--- src/rtl/tws_pkg.sv ---
package tws_pkg;

  localparam int DW = 8;
  localparam int CW = 4;

  typedef struct packed {
    logic           hiz;
    logic           rd;
    logic [CW-1:0]  cnt;
  } tws_cmd_t;

  // Limit a requested bit count to the register width.
  function automatic logic [CW-1:0] clamp_cnt(input logic [CW-1:0] raw);
    return (raw > CW'(DW)) ? CW'(DW) : raw;
  endfunction

  // One shift step: the MSB leaves and the incoming bit enters at bit 0.
  function automatic logic [DW-1:0] shift_step(input logic [DW-1:0] cur,
                                               input logic in_bit);
    return {cur[DW-2:0], in_bit};
  endfunction

  // Driver state once a nonzero-length operation completes.
  function automatic logic drive_after(input logic rd, input logic hiz);
    return ~rd & ~hiz;
  endfunction

endpackage

--- src/rtl/tws_clkgen.sv ---
module tws_clkgen #(
  parameter int HALF_DIV = 50
) (
  input  logic clk,
  input  logic rst_n,
  input  logic run,
  output logic sck,
  output logic rise_ev,
  output logic fall_ev
);
  localparam int DIV_W = (HALF_DIV > 1) ? $clog2(HALF_DIV) : 1;

  logic [DIV_W-1:0] div_q;
  logic             sck_q;
  logic             at_end;

  assign at_end  = (div_q == DIV_W'(HALF_DIV - 1));
  assign rise_ev = run & at_end & ~sck_q;
  assign fall_ev = run & at_end & sck_q;
  assign sck     = sck_q;

  always_ff @(posedge clk or negedge rst_n) begin
    if (!rst_n) begin
      div_q <= '0;
      sck_q <= 1'b0;
    end else if (!run) begin
      div_q <= '0;
      sck_q <= 1'b0;
    end else if (at_end) begin
      div_q <= '0;
      sck_q <= ~sck_q;
    end else begin
      div_q <= div_q + 1'b1;
    end
  end
endmodule

--- src/rtl/tws_ctrl.sv ---
module tws_ctrl
  import tws_pkg::*;
(
  input  logic              clk,
  input  logic              rst_n,
  input  logic              ctl_we,
  input  logic [5:0]        ctl_wdata,
  input  logic              fall_ev,
  output logic              busy,
  output tws_cmd_t          cmd_q,
  output logic              sda_oe,
  output logic              start_ev,
  output logic              zero_ev,
  output logic              done_ev
);
  tws_cmd_t      req;
  logic [CW-1:0] left_q;
  logic          busy_q;
  logic          oe_q;

  always_comb begin
    req     = tws_cmd_t'(ctl_wdata);
    req.cnt = clamp_cnt(req.cnt);
  end

  assign start_ev = ctl_we & ~busy_q;
  assign zero_ev  = start_ev & (req.cnt == '0);
  assign done_ev  = fall_ev & (left_q == CW'(1));
  assign busy     = busy_q;
  assign sda_oe   = oe_q;

  always_ff @(posedge clk or negedge rst_n) begin
    if (!rst_n) begin
      cmd_q  <= '0;
      left_q <= '0;
      busy_q <= 1'b0;
      oe_q   <= 1'b0;
    end else if (start_ev) begin
      cmd_q <= req;
      if (zero_ev) begin
        oe_q <= ~req.hiz;
      end else begin
        busy_q <= 1'b1;
        left_q <= req.cnt;
        oe_q   <= ~req.rd;
      end
    end else if (fall_ev) begin
      left_q <= left_q - 1'b1;
      if (done_ev) begin
        busy_q <= 1'b0;
        oe_q   <= drive_after(cmd_q.rd, cmd_q.hiz);
      end
    end
  end
endmodule

--- src/rtl/tws_shreg.sv ---
module tws_shreg
  import tws_pkg::*;
(
  input  logic          clk,
  input  logic          rst_n,
  input  logic          dat_we,
  input  logic [DW-1:0] dat_wdata,
  input  logic          busy,
  input  logic          rd,
  input  logic          rise_ev,
  input  logic          fall_ev,
  input  logic          sda_i,
  output logic [DW-1:0] data_q,
  output logic          sda_o
);
  logic rx_q;
  logic load_ev;

  assign load_ev = dat_we & ~busy;
  assign sda_o   = data_q[DW-1];

  always_ff @(posedge clk or negedge rst_n) begin
    if (!rst_n) begin
      rx_q <= 1'b0;
    end else if (rise_ev) begin
      rx_q <= sda_i;
    end
  end

  always_ff @(posedge clk or negedge rst_n) begin
    if (!rst_n) begin
      data_q <= '0;
    end else if (load_ev) begin
      data_q <= dat_wdata;
    end else if (fall_ev) begin
      data_q <= shift_step(data_q, rd & rx_q);
    end
  end
endmodule

--- src/rtl/tw_eeprom_shifter.sv ---
module tw_eeprom_shifter
  import tws_pkg::*;
#(
  parameter int HALF_DIV = 50
) (
  input  logic       clk,
  input  logic       rst_n,
  input  logic       ctl_we,
  input  logic [5:0] ctl_wdata,
  input  logic       dat_we,
  input  logic [7:0] dat_wdata,
  output logic [7:0] ctl_rdata,
  output logic [7:0] dat_rdata,
  output logic       sck_o,
  output logic       sda_o,
  output logic       sda_oe,
  input  logic       sda_i
);
  logic     busy;
  logic     rise_ev;
  logic     fall_ev;
  logic     start_ev;
  logic     zero_ev;
  logic     done_ev;
  tws_cmd_t cmd_q;

  tws_clkgen #(.HALF_DIV(HALF_DIV)) u_clk (
    .clk     (clk),
    .rst_n   (rst_n),
    .run     (busy),
    .sck     (sck_o),
    .rise_ev (rise_ev),
    .fall_ev (fall_ev)
  );

  tws_ctrl u_ctrl (
    .clk       (clk),
    .rst_n     (rst_n),
    .ctl_we    (ctl_we),
    .ctl_wdata (ctl_wdata),
    .fall_ev   (fall_ev),
    .busy      (busy),
    .cmd_q     (cmd_q),
    .sda_oe    (sda_oe),
    .start_ev  (start_ev),
    .zero_ev   (zero_ev),
    .done_ev   (done_ev)
  );

  tws_shreg u_shreg (
    .clk       (clk),
    .rst_n     (rst_n),
    .dat_we    (dat_we),
    .dat_wdata (dat_wdata),
    .busy      (busy),
    .rd        (cmd_q.rd),
    .rise_ev   (rise_ev),
    .fall_ev   (fall_ev),
    .sda_i     (sda_i),
    .data_q    (dat_rdata),
    .sda_o     (sda_o)
  );

  assign ctl_rdata = {busy, 1'b0, cmd_q};
endmodule

--- config.mk ---
export PLATFORM = sky130hd
export DESIGN_NAME = tw_eeprom_shifter
export DESIGN_NICKNAME = d
export VERILOG_FILES = /design/src/rtl/tws_pkg.sv /design/src/rtl/tws_clkgen.sv /design/src/rtl/tws_ctrl.sv /design/src/rtl/tws_shreg.sv /design/src/rtl/tw_eeprom_shifter.sv
export SDC_FILE = /design/constraint.sdc
export NUM_CORES = 1
export LEC_CHECK = 0
export ABC_AREA = 0
export CAP_MARGIN = 5
export CORE_MARGIN = 2
export CORE_UTILIZATION = 55
export DETAILED_ROUTE_END_ITERATION = 10
export DONT_BUFFER_PORTS = 1
export PLACE_DENSITY = 0.73
export SYNTH_ARGS = -nofsm -noshare
export SYNTH_HDL_FRONTEND = slang
export SYNTH_SLANG_ARGS = --single-unit
--- constraint.sdc ---
create_clock -name clk -period 1.4 [get_ports clk]
set_input_delay 0.07 -clock clk [delete_from_list [all_inputs] [get_ports clk]]
set_output_delay 0.07 -clock clk [all_outputs]
set_load 0.01 [all_outputs]
==> impl_metrics.ini <==
[synth]
yosys-top-cells-area = dfrtp_1 (49%), nand2_1 (6.8%), ha_1 (3.5%), nor2_1 (3.4%), mux2i_1 (2.8%)
syn-num-nets = 162
synth.largest_area_cell = dfrtp_1
synth_cell_type_count = 40
synth-main-ff-cell = dfrtp_1
ys_ff_latch = 28
yosysTopAreaCellShare_pct = 49.0
syn_avg_cell_area_um2 = 10.3
ys_warn_count = 0
synth-edff-count = 0
synth.cell_area_um2 = 1430
synthArstFlopShare_pct = 100
synthCells = 139
ys_seq_area_share_pct = 49.0

[clocking]
clock_sinks = 28
insertion_delay_ns = 0.33
cts_root_buffer = clkbuf_4
cts_tree = yes
ctsLongestPathBuffers = 2
path_clk_slew_ns = 0.15
htreeDepth = 1
cts_buffers = 3

[grt]
grt_use_total_pct = 24.5
grt-ovfl-total = 0
grt_pass1_wl_um = 5300
antenna_found_initial = 0
grt_pass1_vias = 1195
grt_max_degree = 29

[worst_hold_path]
worstHoldPathType = input pin to register

[worst_setup_path]
r2r_start = u_clk.div_q[3]$_DFF_PN0_
critPathLaunchType = register
timing.critical_path.from = u_clk.div_q[3]$_DFF_PN0_
setup.worst_path.end_class = register
r2r_slack_ns = -0.07
r2r.worst_path.cells = 5
r2r_end = u_shreg.rx_q$_DFFE_PN0P_
crit_type = register to register
crit_fanout = 4
required_ns = 1.63
worstPathArrival_ns = 1.71
crit_path_end = u_shreg.rx_q$_DFFE_PN0P_

[power]
peakVddDrop_mv = 0.713
power.total_uw = 1390
powerDensity_nw_per_um2 = 705
power_leakage_uw = 0.000885

[job]
maxCapViolations = 0

[finish]
final_layout_size_suffix_gt1_share_pct = 35.6
diodes = 0
final_cells = 210
n_fill_cell = 151
fin_nets = 204
syn_to_final_growth_pct = 38.1

[routing]
detail-route-antenna-nets = 0
dr.first_iter.drc_count = 28
routed_wl_um = 3600
dr.pass1.iters = 4
drc = 0
vias = 1199
wl_per_cell_um = 17.2
vias_per_cell = 5.71

[sta]
fmax_mhz = 678
hold_viol = 0
rsz0062_at_grt = yes
drv_slew = 0
fin_crit_sh_pct = 105
skew_ns = 0.00683
setup_viol = 5
setup_ws_ns = -0.0746
timing.setup.tns_ns = -0.200
post-route-min-period_ns = 1.47

[place]
io_buffers = 0
dp_hpwl_um = 2190
place.gp.congestion = 0.752
dp.cells = 183

[status]
status = complete, but fails checks
violations = setup timing

[die]
rows = 18
ios = 38
die_h_um = 55.0
start_util_pct = 57.8
die_area_um2 = 3030
fp.dieW_um = 55.0
core_um2 = 2480
-- power by group --
| part | total (uW) | switching [uW] | internal, uW |
|---|---|---|---|
| clock network | 390 | 231 | 159 |
| logic | 129 | 61.6 | 67.8 |
| registers | 874 | 39.4 | 835 |
| total | 1390 | 332 | 1060 |
-- logic make-up (layout without fill, tap and decap cells) --
logic type	count (synthesis)	after routing	synth area share, %
buffers and inverters	12	53	5.68
AND/OR/NAND/NOR	60	60	22.6
flip-flops	28	28	49.0
AO/OA/AOI/OAI	24	24	12.3
other	1	1	0.262
adder cells (fa/ha/maj)	4	4	3.50
XOR/XNOR	5	5	3.06
multiplexers	5	5	3.58
-- per-layer routing --
metal / up-vias / wire length (um) / share of wire [%] / GRT usage, %
met2: 31 / 2000 / 55 / 45.6
met4: 0 / 47 / 1.3 / 6.10
met3: 6 / 164 / 4.6 / 4.03
met1: 604 / 1390 / 39 / 29.2
li1: 558 / - / - / -
met5: - / 0 / 0 / 0
-- cells in the final DEF (no fill, tap or decap), types with 4 or more instances in the layout --
master,n
a22oi_2,5
buf_4,24
buf_6,4
dfrtp_1,28
dlygate4sd3_1,16
mux2i_1,4
nand2_1,24
nor2_1,11
-- how the worst min path moves through the flow --
stage | slack [ns] | start | to | depth (start not counted)
2_1_floorplan | -0.23 | rst_n | u_clk.div_q[0]$_DFF_PN0_ | 0
3_3_place_gp | -0.23 | rst_n | u_ctrl.cmd_q[2]$_DFFE_PN0P_ | 0
3_5_place_dp | -0.23 | rst_n | u_ctrl.cmd_q[2]$_DFFE_PN0P_ | 0
4_1_cts | 0.002 | ctl_wdata[4] | u_ctrl.sda_oe$_DFFE_PN0P_ | 3
5_1_grt | 0.03 | ctl_wdata[4] | u_ctrl.sda_oe$_DFFE_PN0P_ | 3
6_report | 0.02 | ctl_wdata[4] | u_ctrl.sda_oe$_DFFE_PN0P_ | 3
-- repair_timing --
action | 4_1_cts | 5_1_grt
buffers inserted | 0 | 6
pin swaps | 6 | 8
gates resized for setup | 18 | 14
endpoints found under the hold margin | 47 | 0
hold buffers | 17 | 0
endpoints found under the setup margin | 14 | 24
-- worst max-delay path, stage by stage, from the launching register on --
cell	delay [ns]
dfrtp_1	0.45
nor3b_4	0.27
buf_4	0.18
nand2_2	0.06
nor2_4	0.12
mux2_4	0.30
-- registers in the layout, summed over array words and instances, names as in the netlist --
register / count
u_shreg.data_q: 8
u_clk.div_q: 6
u_ctrl.cmd_q: 6
u_ctrl.left_q: 4
u_clk.sck: 1
u_ctrl.busy: 1
u_ctrl.sda_oe: 1
u_shreg.rx_q: 1
-- through the flow --
step / hold slack [ns] / cell area, um^2 / worst slack (ns) / util (%)
floorplan: -0.226 / 1430 / 0.00305 / -
global placement: -0.225 / 1570 / -0.0437 / 63.4
detailed placement: -0.225 / 1570 / -0.0975 / 63.4
CTS: 0.00225 / 1860 / -0.0520 / 75.2
global route: 0.0303 / 1980 / -0.116 / 79.8
finish: 0.0228 / 1980 / -0.0746 / 79.8
-- synth_stat cells (all sizes together) (2+ instances only) --
master  instances
dfrtp          28
nand2          26
nor2           15
buf             6
a21oi           5
a22oi           5
nand3           5
ha              4
inv             4
mux2i           4
a22o            3
o21ai           3
xnor2           3
and2            2
clkbuf          2
nand2b          2
nor2b           2
nor3            2
nor3b           2
o22ai           2
xor2            2
-- area by class of cell --
type / instances / area, um^2 / area share (%)
multi-input cells: 99 / 782 / 39.6
inverters: 4 / 15.0 / 0.759
well taps: 30 / 37.5 / 1.90
repair buffers: 45 / 405 / 20.5
clock buffers: 4 / 36.3 / 1.84
flip-flops and latches: 28 / 701 / 35.4
No activity file was read; power rests on OpenSTA's default activity.
